==> src/rtl/aud_tx_pkg.sv <==
package aud_tx_pkg;
  localparam int DIV_W = 4;

  typedef struct packed {
    logic [DIV_W-1:0] div;
    logic             dirInt;
    logic             clkPol;
    logic             fsPol;
    logic             hfPol;
  } txCfg_t;

  typedef struct packed {
    logic launch;
    logic capture;
    logic frameStart;
  } txStrobe_t;
endpackage

==> src/rtl/aud_tx_ctrl.sv <==
module aud_tx_ctrl
  import aud_tx_pkg::*;
#(
  parameter int WORD_W      = 24,
  parameter int SYNC_STAGES = 2
) (
  input  logic      clk,
  input  logic      rstN,
  input  txCfg_t    cfgIn,
  input  logic      syncMode,
  input  logic      sckIn,
  output txStrobe_t strb,
  output txCfg_t    cfgAct,
  output logic      sckOut,
  output logic      sckOe,
  output logic      rxShiftEn
);
  localparam int BIT_W = (WORD_W > 1) ? $clog2(WORD_W) : 1;
  localparam logic [BIT_W-1:0] LAST_BIT = BIT_W'(WORD_W - 1);

  txCfg_t             act;
  logic               started;
  logic [BIT_W-1:0]   bitIdx;
  logic [DIV_W-1:0]   divCnt;
  logic               genPh;
  logic               genClk;
  logic               extClk;
  logic               bclk;
  logic               bclkQ;
  logic               edgeMask;
  logic               rise;
  logic               fall;
  logic               launch;
  logic               capture;
  logic               frameStart;
  logic               loadCfg;
  logic               srcChange;

  // external clock synchroniser, depth chosen by parameter
  generate
    if (SYNC_STAGES > 1) begin : g_syncChain
      logic [SYNC_STAGES-1:0] syncQ;
      always_ff @(posedge clk or negedge rstN) begin
        if (!rstN) syncQ <= '0;
        else       syncQ <= {syncQ[SYNC_STAGES-2:0], sckIn};
      end
      assign extClk = syncQ[SYNC_STAGES-1];
    end else begin : g_syncSingle
      logic syncQ;
      always_ff @(posedge clk or negedge rstN) begin
        if (!rstN) syncQ <= 1'b0;
        else       syncQ <= sckIn;
      end
      assign extClk = syncQ;
    end
  endgenerate

  // configuration follows the inputs until the first frame, then only at frame starts
  assign loadCfg   = !started || frameStart;
  assign srcChange = loadCfg && ((cfgIn.dirInt != act.dirInt) || (cfgIn.hfPol != act.hfPol));

  always_ff @(posedge clk or negedge rstN) begin
    if (!rstN)        act <= '0;
    else if (loadCfg) act <= cfgIn;
  end

  // internal bit clock generator
  always_ff @(posedge clk or negedge rstN) begin
    if (!rstN) begin
      divCnt <= '0;
      genPh  <= 1'b0;
    end else if (!act.dirInt) begin
      divCnt <= '0;
      genPh  <= 1'b0;
    end else if (divCnt >= act.div) begin
      divCnt <= '0;
      genPh  <= ~genPh;
    end else begin
      divCnt <= divCnt + 1'b1;
    end
  end

  assign genClk = genPh ^ act.hfPol;
  assign bclk   = act.dirInt ? genClk : extClk;

  // edge detection; a source switch must not look like a clock edge
  always_ff @(posedge clk or negedge rstN) begin
    if (!rstN) begin
      bclkQ    <= 1'b0;
      edgeMask <= 1'b0;
    end else begin
      bclkQ    <= bclk;
      edgeMask <= srcChange;
    end
  end

  assign rise       = bclk && !bclkQ && !edgeMask;
  assign fall       = !bclk && bclkQ && !edgeMask;
  assign launch     = act.clkPol ? fall : rise;
  assign capture    = act.clkPol ? rise : fall;
  assign frameStart = launch && (!started || (bitIdx == LAST_BIT));

  // word-length counter
  always_ff @(posedge clk or negedge rstN) begin
    if (!rstN) begin
      started <= 1'b0;
      bitIdx  <= '0;
    end else if (launch) begin
      started <= 1'b1;
      bitIdx  <= frameStart ? '0 : bitIdx + 1'b1;
    end
  end

  assign strb.launch     = launch;
  assign strb.capture    = capture;
  assign strb.frameStart = frameStart;
  assign cfgAct          = act;
  assign sckOe           = act.dirInt;
  assign sckOut          = act.dirInt && genClk;
  assign rxShiftEn       = syncMode && capture;

  AST_EDGE_EXCL: assert property (@(posedge clk) disable iff (!rstN)
    $onehot0({launch, capture}));

  AST_CFG_FRAME_ONLY: assert property (@(posedge clk) disable iff (!rstN)
    (started && !frameStart) |=> $stable(act));

  AST_DIV_TOGGLE: assert property (@(posedge clk) disable iff (!rstN)
    ($past(act.dirInt) && (genPh != $past(genPh))) |-> ($past(divCnt) >= $past(act.div)));
endmodule

==> src/rtl/aud_tx_dpath.sv <==
module aud_tx_dpath
  import aud_tx_pkg::*;
#(
  parameter int WORD_W = 24
) (
  input  logic              clk,
  input  logic              rstN,
  input  txStrobe_t         strb,
  input  logic              fsPolAct,
  input  logic [WORD_W-1:0] txData,
  input  logic              txLoad,
  output logic              frameSync,
  output logic              serialOut
);
  logic [WORD_W-1:0] holdWord;
  logic [WORD_W-1:0] shReg;
  logic              holdValid;
  logic              fsActive;

  // holding register: a word is consumed by the frame start after it is written
  always_ff @(posedge clk or negedge rstN) begin
    if (!rstN) begin
      holdWord  <= '0;
      holdValid <= 1'b0;
    end else if (txLoad) begin
      holdWord  <= txData;
      holdValid <= 1'b1;
    end else if (strb.frameStart) begin
      holdValid <= 1'b0;
    end
  end

  always_ff @(posedge clk or negedge rstN) begin
    if (!rstN) begin
      shReg    <= '0;
      fsActive <= 1'b0;
    end else if (strb.launch) begin
      fsActive <= strb.frameStart;
      if (strb.frameStart) shReg <= holdValid ? holdWord : '0;
      else                 shReg <= shReg << 1;
    end
  end

  assign serialOut = shReg[WORD_W-1];
  assign frameSync = fsActive ^ fsPolAct;

  AST_FS_ONE_BIT: assert property (@(posedge clk) disable iff (!rstN)
    (strb.launch && !strb.frameStart) |=> !fsActive);

  AST_SD_LAUNCH_ONLY: assert property (@(posedge clk) disable iff (!rstN)
    !strb.launch |=> ($stable(serialOut) && $stable(fsActive)));
endmodule

==> src/rtl/aud_tx_clk.sv <==
module aud_tx_clk
  import aud_tx_pkg::*;
#(
  parameter int WORD_W      = 24,
  parameter int SYNC_STAGES = 2
) (
  input  logic              clk,
  input  logic              rstN,
  input  logic [3:0]        divSel,
  input  logic              clkDirInt,
  input  logic              bitClkPol,
  input  logic              fsPol,
  input  logic              hfClkPol,
  input  logic              syncMode,
  input  logic [WORD_W-1:0] txData,
  input  logic              txLoad,
  input  logic              sckIn,
  output logic              sckOut,
  output logic              sckOe,
  output logic              frameSync,
  output logic              serialOut,
  output logic              rxShiftEn
);
  txCfg_t    cfgIn;
  txCfg_t    cfgAct;
  txStrobe_t strb;

  assign cfgIn.div    = divSel;
  assign cfgIn.dirInt = clkDirInt;
  assign cfgIn.clkPol = bitClkPol;
  assign cfgIn.fsPol  = fsPol;
  assign cfgIn.hfPol  = hfClkPol;

  aud_tx_ctrl #(
    .WORD_W      (WORD_W),
    .SYNC_STAGES (SYNC_STAGES)
  ) ctrl_i (
    .clk       (clk),
    .rstN      (rstN),
    .cfgIn     (cfgIn),
    .syncMode  (syncMode),
    .sckIn     (sckIn),
    .strb      (strb),
    .cfgAct    (cfgAct),
    .sckOut    (sckOut),
    .sckOe     (sckOe),
    .rxShiftEn (rxShiftEn)
  );

  aud_tx_dpath #(
    .WORD_W (WORD_W)
  ) dpath_i (
    .clk       (clk),
    .rstN      (rstN),
    .strb      (strb),
    .fsPolAct  (cfgAct.fsPol),
    .txData    (txData),
    .txLoad    (txLoad),
    .frameSync (frameSync),
    .serialOut (serialOut)
  );
endmodule

==> config.mk <==
export PLATFORM = sky130hd
export DESIGN_NAME = aud_tx_clk
export DESIGN_NICKNAME = d
export VERILOG_FILES = /design/src/rtl/aud_tx_pkg.sv /design/src/rtl/aud_tx_ctrl.sv /design/src/rtl/aud_tx_dpath.sv /design/src/rtl/aud_tx_clk.sv
export SDC_FILE = /design/constraint.sdc
export NUM_CORES = 1
export LEC_CHECK = 0
export BUFFER_PORTS_ARGS = -buffer_cell sky130_fd_sc_hd__buf_2
export CAP_MARGIN = 10
export CELL_PAD_IN_SITES_DETAIL_PLACEMENT = 1
export CELL_PAD_IN_SITES_GLOBAL_PLACEMENT = 2
export CORE_MARGIN = 2
export CORE_UTILIZATION = 25
export DETAILED_ROUTE_END_ITERATION = 6
export GPL_TIMING_DRIVEN = 1
export PLACE_DENSITY = 0.67
export SLEW_MARGIN = 20
export SYNTH_ARGS = -nofsm -noshare
export SYNTH_HDL_FRONTEND = slang
export SYNTH_SLANG_ARGS = --single-unit
==> constraint.sdc <==
create_clock -name clk -period 2 [get_ports clk]
set_clock_uncertainty 0.2 [all_clocks]
set_input_delay 0.3 -clock clk [delete_from_list [all_inputs] [get_ports clk]]
set_output_delay 0.3 -clock clk [all_outputs]
set_load 0.1 [all_outputs]
# After elaboration in Yosys (flattened, before gate mapping)
# Index checks and enable logic that the tools add are counted.
[totals] in_bits=37 register_bits=73 wordCells=54 out_inout_bits=5
[op_classes] n_addsub=2 n_mux=12 n_eq_ne=4 order_cmp=1 bitwise=3 n_reduce_logical=16
[ops] cell="24-bit 2-to-1 mux" n=2
[ops] cell="1-bit logical AND" n=8
[ops] cell="4-bit 2-to-1 mux" n=2
[ops] cell="1-bit 2-to-1 mux" n=7
[ops] cell="5-bit by 1-bit adder with 5-bit output (second input constant)" n=1
[ops] cell="5-bit == test (second input constant)" n=1
[ops] cell="5-bit 2-to-1 mux" n=1
[ops] cell="4-bit by 1-bit adder with 4-bit output (second input constant)" n=1
[ops] cell="4-bit >= comparator" n=1
[ops] cell="1-bit logical NOT" n=4
[ops] cell="1-bit logical OR" n=3
[ops] cell="1-bit inequality test" n=2
[ops] cell="2-bit inequality test (second input constant)" n=1
[ops] cell="2-bit nonzero test" n=1
[ops] cell="1-bit bitwise XOR" n=2
[ops] cell="1-bit inverter" n=1

# Longest topological paths before layout
# Gate-level depths: netlist of the first run.
[depth] word_depth=9 depth_mapped=8 ltp_nobuf=7

# Cells and area by module
# Synthesis of the first run repeated with hierarchy kept, for this count alone.
[hier_totals] hier_cells=293 area_unflattened_um2=3404.5
[modules_own_cells] mod="aud_tx_dpath" cells_per_inst=189 area_per_inst_um2=2224.6 seq_area_each_um2=1251.2 instances=1
[modules_own_cells] mod="aud_tx_ctrl" cells_per_inst=104 area_per_inst_um2=1179.9 seq_area_each_um2=575.6 instances=1

# Least setup slack after synthesis of the first run
# OpenSTA, ideal clock, no wires.
[synth_timing] path_type="register -> output" startpoint="register ctrl_i.act (netlist bit ctrl_i.sckOe)" endpoint="output rxShiftEn" path_slack_ps=-1986 path_buffers=1 stages_incl_launch_ff=5 required_time_ps=1500 t_arrival_ps=3486 cell_sequence="dfrtp_1 buf_4 mux2_2 or3b_2 a21oi_1"
[synth_between] elab_chain_len=6 elab_cells_between_ends=8 cone_classes="mux (2); reduce/logical (6)"
[synth_rtl] element="start: declaration" line_no="aud_tx_ctrl.sv:21" text="txCfg_t act;"
[synth_rtl] element="start signal: assignment" line_no="aud_tx_ctrl.sv:64" text="else if (loadCfg) act <= cfgIn;"
[synth_rtl] element="1-bit 2-to-1 mux *" line_no="aud_tx_ctrl.sv:84" text="assign bclk = act.dirInt ? genClk : extClk;"
[synth_rtl] element="named net ctrl_i.bclk" line_no="aud_tx_ctrl.sv:28" text="logic bclk;"
[synth_rtl] element="1-bit logical NOT" line_no="aud_tx_ctrl.sv:98" text="assign fall = !bclk && bclkQ && !edgeMask;"
[synth_rtl] element="1-bit logical AND (2 in a row)" line_no="aud_tx_ctrl.sv:98"
[synth_rtl] element="1-bit 2-to-1 mux *" line_no="aud_tx_ctrl.sv:100" text="assign capture = act.clkPol ? rise : fall;"
[synth_rtl] element="1-bit logical AND *" line_no="aud_tx_ctrl.sv:120" text="assign rxShiftEn = syncMode && capture;"
[synth_rtl] element="end: declaration" line_no="aud_tx_clk.sv:22" text="output logic rxShiftEn"
# The timed path passes the listed nets; every way through them passes the cells marked *.

# Final worst setup path of the first run
# Same ends and word-level chain as after synthesis.

==> metrics.log, run 1 <==
INFO  metric multiInputGateArea = about 1400 sq um
INFO  metric maximum_clock_rate = 412 MHz
INFO  metric core_area = approximately 13000 sq um
INFO  metric timing.critical_path.cells = buf_6, mux2_4, or3b_4, a21oi_4, buf_12
INFO  metric path_buf_inv = 2
INFO  metric fraction_of_final_layout_cells_sized_beyond_drive_strength_1 = 0.343
INFO  metric htreeDepth = 3
INFO  metric finalPower = 6.70 mW
INFO  metric synth.distinct_cells = 35
INFO  metric setup_repair_after_global_routing_missed_its_margin = yes
INFO  metric maxSlewHeadroom = 0.615
INFO  metric globalRouteTotalUtil = 0.108
INFO  metric wire_length_of_the_first_global_routing_pass = ~12000 um
INFO  metric hold_path.class = in2reg
INFO  metric drt_pass1_iterations = 4
INFO  metric routed_via_density = approximately 4.3
INFO  metric avgSynthCellArea = 11.0 sq um
INFO  metric ys.warnings.count = 0
INFO  metric place_area = just under 4000 sq um
INFO  metric final-seq-area = between 1500 and 2000 sq um
INFO  metric clock_path_buffers = 2
INFO  metric timing_max_transition_violations_final = 0
INFO  metric cpPeakStageDelay = between 400 and 500 ps
INFO  metric synthToLayoutAreaGrowth = 34.2%
INFO  metric report.final.setup_viol = 40
INFO  metric detailedRoute.firstIterationViolations = 70
INFO  metric required_time_of_the_critical_path = about 1500 ps
INFO  metric num_io_pins = 42
INFO  metric setup.worst_path.start = ctrl_i.sckOe
INFO  metric port_buffers = ~40
INFO  metric tritoncts = done
INFO  metric crit_type = reg2out
INFO  metric finish.cell_count_without_fillers = 539
INFO  metric vdd_ir_drop_max = about 0.75 mV
INFO  metric synth-seq-area-share = 0.563
INFO  metric crit_arrival = 1930 ps
INFO  metric hold_start = txData[14]
INFO  metric detailroute.via_count = 2336
INFO  metric placement_rows = 41
INFO  metric min_period_over_period = 1.21
INFO  metric final_hold_violation_count = 0
INFO  metric area_of_the_die = approximately 14000 sq um
INFO  metric grt_start_max_net_pins = 57
INFO  metric die_h = 118 um
INFO  metric status = complete, but fails checks
INFO  metric async_flop_share = 1.00
INFO  metric syn-cell-area = about 3200 sq um
INFO  metric cts_inserted_buffers = 9
INFO  metric reg2reg_from = ctrl_i.cfgAct[2]
INFO  metric cts-root-buf = sky130_fd_sc_hd__clkbuf_16
INFO  metric worst_path_dominant_cell_family = flip-flops
INFO  metric synth_nets = 338
INFO  metric drtAntennaViolNets = 0
INFO  metric die_w = 118 um
INFO  metric layout.filler_cells = about 1400
INFO  metric tightest_slew = between 500 and 600 ps
INFO  metric routabilityCongestion = roughly 0.70
INFO  metric totalWireLength = 6950 um
INFO  metric fin_area = roughly 4400 sq um
INFO  metric power.density = 1540 nW/um^2
INFO  metric synth_seq_cells = 73
INFO  metric setup_slack = -426 ps
INFO  metric number_of_global_route_vias_before_repair = between 2000 and 3000
INFO  metric dp_hpwl = approximately 4900 um
INFO  metric finalWorstPathRequiredPeriod = between 2000 and 2500 ps
INFO  metric final_core_util = 0.344
INFO  metric critPathCaptureType = primary output
INFO  metric placed_cells_incl_taps = between 500 and 600
INFO  metric routed_wire_length_per_instance = ~13 um
INFO  metric postSynthCellCount = 295
INFO  metric initial_utilization = 0.256
INFO  metric detail_route.drc_violations = 0
INFO  metric nNetsFinal = slightly above 400
INFO  metric leakagePower = 1.94 nW
INFO  metric antenna_found_initial = 0
INFO  metric max_cap_violations = 0
INFO  metric clock_sink_count = 73
INFO  metric timing.critical_path.from_type = flop
INFO  metric crit_fanout = 3
INFO  metric primary_flip_flop_cell_chosen_by_synthesis_mapping = sky130_fd_sc_hd__dfrtp_1
INFO  metric clock_insertion_delay_at_the_later_pin_of_the_skew_report = 320 ps
INFO  metric clk_pin_slew = ~50 ps
INFO  metric antenna_cells = 0
INFO  metric overflow = 0
INFO  metric violations_in_the_final_reports = setup timing
INFO  metric cpMaxStageDelayCell = sky130_fd_sc_hd__dfrtp_4
INFO  metric synth-edff-count = 0
## per-stage QoR
| stage | TNS (ps) | hold WS, ps | worst slack, ps |
|---|---|---|---|
| 2_1_floorplan | -12620 | -196 | -541 |
| 3_3_place_gp | -3980 | -5.37 | -169 |
| 3_5_place_dp | -6230 | -1.83 | -232 |
| 4_1_cts | -7060 | 0.324 | -453 |
| 5_1_grt | -11430 | 1.80 | -483 |
| 6_report | -6650 | 10.0 | -426 |
## state kept, by name, indices dropped and copies added, names as in the netlist
name,cells
ctrl_i.sckOe,1
ctrl_i.bitIdx,5
ctrl_i.genPh,1
ctrl_i.divCnt,4
ctrl_i.started,1
ctrl_i.cfgAct,7
dpath_i.holdWord,24
ctrl_i.edgeMask,1
ctrl_i.bclkQ,1
ctrl_i.g_syncChain.syncQ,2
dpath_i.holdValid,1
dpath_i.fsActive,1
dpath_i.shReg,24
## kinds of logic (layout without fill, tap and decap cells)
logic type,count (synthesis),count (layout),share of synthesized area
simple gates,104,104,0.146
flops,73,73,0.563
compound gates,47,47,0.0940
mux,33,33,0.123
buf+inv,25,97,0.0324
xor+xnor,7,7,0.0189
fa+ha+maj,6,6,0.0231
## timing repair
item / in CTS / in global routing
pin swaps: 0 / 0
resized for setup: 1 / 0
hold buffers: 8 / 2
endpoints found under the hold margin: 24 / 2
endpoints found under the setup margin: 40 / 41
setup buffers: 0 / 0
## cells in the mapped netlist, types with 5 or more instances
cell / count / area (sq um)
sky130_fd_sc_hd__dfrtp_1: 73 / 1830
sky130_fd_sc_hd__nand2_1: 34 / 128
sky130_fd_sc_hd__nor2_1: 29 / 109
sky130_fd_sc_hd__nand3_1: 27 / 135
sky130_fd_sc_hd__mux2_2: 25 / 282
sky130_fd_sc_hd__a31oi_1: 23 / 144
sky130_fd_sc_hd__clkbuf_1: 12 / 45.0
sky130_fd_sc_hd__mux2_4: 7 / 105
sky130_fd_sc_hd__buf_2: 6 / 30.0
sky130_fd_sc_hd__ha_1: 6 / 75.1
sky130_fd_sc_hd__inv_1: 6 / 22.5
sky130_fd_sc_hd__o21ai_1: 6 / 30.0
sky130_fd_sc_hd__nand2b_1: 5 / 31.3
## layer usage
| layer | global-route usage | wire length [um] | share of wire | vias to the layer above |
|---|---|---|---|---|
| met4 | 0.0429 | 117 | 0.017 | 0 |
| met5 | 0 | 0 | 0 | - |
| met1 | 0.136 | 3400 | 0.49 | 1131 |
| met3 | 0.0233 | 234 | 0.034 | 10 |
| met2 | 0.181 | 3200 | 0.46 | 40 |
| li1 | - | - | - | 1155 |
## worst register-to-register path: cells and delay by family (launching register included)
family | cells | cell delay, ps
mux | 2 | 610
compound gates | 2 | 220
flops | 1 | 410
simple gates | 1 | 540
buf+inv | 1 | 150
## power breakdown
part	internal [mW]	switching [mW]	total (mW)
logic	1.27	1.51	2.78
registers	1.93	0.287	2.22
clock network	1.12	0.587	1.70
total	4.32	2.39	6.70
## cell usage in the layout (no fill, tap or decap), drive strengths merged, types with 2 or more instances in the layout
cell type / count
dlygate4sd3: 10
nand2: 34
and2: 2
clkinvlp: 2
clkbuf: 10
nand3: 27
nand2b: 5
or3b: 2
a31oi: 23
mux2: 32
a21oi: 5
o21a: 2
bufinv: 2
o21ai: 11
ha: 6
inv: 6
nor2: 29
buf: 66
xnor2: 3
dfrtp: 73
xor2: 4
## cell type report
| type | count | share of cell area |
|---|---|---|
| flip-flops and latches | 73 | 0.420 |
| multi-input cells | 197 | 0.313 |
| repair buffers | 76 | 0.139 |
| clock buffers | 10 | 0.0549 |
| well taps | 172 | 0.0494 |
| clock inverters | 5 | 0.0184 |
| inverters | 6 | 0.00517 |
## worst paths after layout
kind | endpoint | slack [ps] | depth (start not counted)
setup / recovery | rxShiftEn | -430 | 5
hold / removal | dpath_i.holdWord[14] | 10 | 2
hold reg to reg | ctrl_i.g_syncChain.syncQ[1] | 150 | 0
max in group asynchronous | dpath_i.fsActive | 840 | 3
min in group asynchronous | ctrl_i.bclkQ | 200 | 2
setup reg to reg | ctrl_i.cfgAct[6] | -240 | 6
(Power assumes the default switching activity.)
==> run 2, diff against run 1 <==
==> constraint.sdc (replaced) <==
create_clock -name clk -period 2 [get_ports clk]
set_clock_uncertainty 0.2 [all_clocks]
set_input_delay 0.1 -clock clk [delete_from_list [all_inputs] [get_ports clk]]
set_output_delay 0.1 -clock clk [all_outputs]
set_load 0.1 [all_outputs]
==> run 2 against run 1 <==
  * Largest cell class unchanged
  * Sequential power about the same
  * Largest power group unchanged
  * Total power up 21%
  * The flow still finishes with violations (setup timing)
  * Non-clock buffer count up 41
==> metrics.log, run 2 (synthesis results as in run 1) <==
INFO  metric status = complete, but fails checks
INFO  metric violations_in_the_final_reports = setup timing
INFO  metric mostFrequentLayoutCell = sky130_fd_sc_hd__dfrtp_1
INFO  metric crit_fanout = 3 (unchanged)
INFO  metric grt_start_max_net_pins = 39 (-32%)
INFO  metric detail_route.drc_violations = 0 (unchanged)
INFO  metric cts-root-buf = sky130_fd_sc_hd__clkbuf_16
INFO  metric clock_sink_count = 73 (unchanged)
INFO  metric timing.critical_path.from_type = flop
INFO  metric drt_pass1_iterations = 3 (-1)
INFO  metric layout.filler_cells = 1373 (-2.0%)
INFO  metric report.final.setup_viol = 39 (-2.5%)
INFO  metric power.density = 1600 nW/um^2 (+4.2%)
INFO  metric min_period_over_period = 1.14 (-0.0769)
INFO  metric leakagePower = 2.18 nW (+12%)
INFO  metric critPathCaptureType = flop
INFO  metric crit_arrival = 2290 ps (+360 ps)
INFO  metric placement_rows = 41 (unchanged)
INFO  metric fraction_of_final_layout_cells_sized_beyond_drive_strength_1 = 0.435 (+0.0919)
INFO  metric final_core_util = 0.400 (+0.0560)
INFO  metric dpl_worst_slack = -190 ps (+42.7 ps)
INFO  metric die_w = 118 um (unchanged)
INFO  metric htreeDepth = 3 (unchanged)
INFO  metric globalRouteTotalUtil = 0.127 (+0.0191)
INFO  metric routabilityCongestion = 0.679 (-2.6%)
INFO  metric routed_via_density = 4.54 (+4.8%)
INFO  metric dp_hpwl = 4890 um (+0.34%)
INFO  metric vdd_ir_drop_max = 0.616 mV (-18%)
INFO  metric maximum_clock_rate = 440 MHz (+6.8%)
INFO  metric fin_area = 5070 sq um (+16%)
INFO  metric area_of_the_die = 13900 sq um (unchanged)
INFO  metric number_of_global_route_vias_before_repair = 2932 (+13%)
INFO  metric maxSlewHeadroom = 0.616 (+0.000912)
INFO  metric most-common-layout-cells = 72 x sky130_fd_sc_hd__dfrtp_1, 38 x sky130_fd_sc_hd__buf_2, 34 x sky130_fd_sc_hd__dlygate4sd3_1, 32 x sky130_fd_sc_hd__nand2_1, 25 x sky130_fd_sc_hd__nand3_1
INFO  metric num_io_pins = 42 (unchanged)
INFO  metric final_hold_violation_count = 0 (unchanged)
INFO  metric antenna_found_initial = 0 (unchanged)
INFO  metric detailedRoute.firstIterationViolations = 88 (+26%)
INFO  metric required_time_of_the_critical_path = 2020 ps (+520 ps)
INFO  metric initial_utilization = 0.256 (unchanged)
INFO  metric port_buffers = 41 (unchanged)
INFO  metric totalWireLength = 8490 um (+22%)
INFO  metric crit_type = reg2reg
INFO  metric hold_path.class = in2async
INFO  metric tritoncts = done
INFO  metric clock_insertion_delay_at_the_later_pin_of_the_skew_report = 330 ps (about the same)
INFO  metric drtAntennaViolNets = 0 (unchanged)
INFO  metric finish.cell_count_without_fillers = 581 (+7.8%)
INFO  metric placed_cells_incl_taps = 514 (unchanged)
INFO  metric nNetsFinal = 447 (+10%)
INFO  metric setup_repair_after_global_routing_missed_its_margin = yes
INFO  metric clock_path_buffers = 2 (unchanged)
INFO  metric detailroute.via_count = 2638 (+13%)
INFO  metric finalWorstPathRequiredPeriod = 2270 ps (-154 ps)
INFO  metric tightest_slew = 576 ps (-1.37 ps)
INFO  metric overflow = 0 (unchanged)
INFO  metric tns = -6800 ps (-152 ps)
INFO  metric wire_length_of_the_first_global_routing_pass = 14200 um (+17%)
INFO  metric timing_max_transition_violations_final = 0 (unchanged)
INFO  metric place_area = 3900 sq um (-0.83%)
INFO  metric core_area = 12700 sq um (unchanged)
INFO  metric routed_wire_length_per_instance = 14.6 um (+13%)
INFO  metric antenna_cells = 0 (unchanged)
INFO  metric cts_inserted_buffers = 9 (unchanged)
INFO  metric die_h = 118 um (unchanged)
INFO  metric synthToLayoutAreaGrowth = 56.0%
INFO  metric clk_pin_slew = 60 ps (about the same)
INFO  metric setup_slack = -273 ps (+154 ps)
INFO  metric max_cap_violations = 0 (unchanged)
-- run 2: critical path, cell delays in order, from the launching register on --
cell	delay, ps
sky130_fd_sc_hd__dfrtp_1	400
sky130_fd_sc_hd__or4b_4	550
sky130_fd_sc_hd__mux2i_4	180
sky130_fd_sc_hd__buf_6	130
sky130_fd_sc_hd__a21oi_4	30
sky130_fd_sc_hd__o21ai_4	200
sky130_fd_sc_hd__clkbuf_16	180
sky130_fd_sc_hd__mux2_4	290
-- run 2: area by class of cell --
type | count | area (sq um) | share of cell area
Sequential cell | 73 | 1830 | 0.361
Clock buffer | 11 | 243 | 0.0479
Timing Repair Buffer | 117 | 1100 | 0.217
Inverter | 6 | 22.5 | 0.00445
Multi-Input combinational cell | 197 | 1590 | 0.314
Clock inverter | 5 | 62.6 | 0.0123
Tap cell | 172 | 215 | 0.0425
-- run 2: path summary, 6_finish.rpt --
kind | slack [ps] | depth (start not counted) | from | endpoint
setup / recovery | -270 | 7 | ctrl_i.cfgAct[2] | ctrl_i.cfgAct[7]
hold / removal | 80 | 2 | rstN | ctrl_i.g_syncChain.syncQ[0]
setup reg to reg | -270 | 7 | ctrl_i.cfgAct[2] | ctrl_i.cfgAct[7]
hold reg to reg | 160 | 0 | ctrl_i.g_syncChain.syncQ[0] | ctrl_i.g_syncChain.syncQ[1]
max in group asynchronous | 920 | 3 | rstN | ctrl_i.edgeMask
min in group clk | 140 | 2 | txLoad | dpath_i.holdValid
-- run 2: routing by layer --
layer,global-route usage,vias to the layer above,share of wire
li1,-,1247,-
met1,0.156,1336,0.45
met2,0.218,44,0.51
met3,0.0310,11,0.031
met4,0.0429,0,0.014
met5,0,-,0
-- run 2: what timing repair did --
action	in CTS	in global routing
setup buffers	9	3
setup endpoints to repair	40	42
gates resized for setup	26	30
hold endpoints to repair	93	0
hold buffers	34	0
pin swaps	5	2
cloned	4	1
-- run 2: power breakdown --
group / switching, mW / total, mW / leakage, nW / internal, mW
clock: 0.640 / 1.65 / 0.142 / 1.01
combinational: 2.06 / 4.23 / 1.21 / 2.17
sequential: 0.318 / 2.25 / 0.824 / 1.93
-- run 2: metrics by stage --
stage	power, mW	hold slack (ps)
detailed placement	4.96	-90.7
finish	8.12	77.6
global placement	4.86	-95.6
global route	8.64	131
floorplan	4.12	-396
CTS	7.64	105
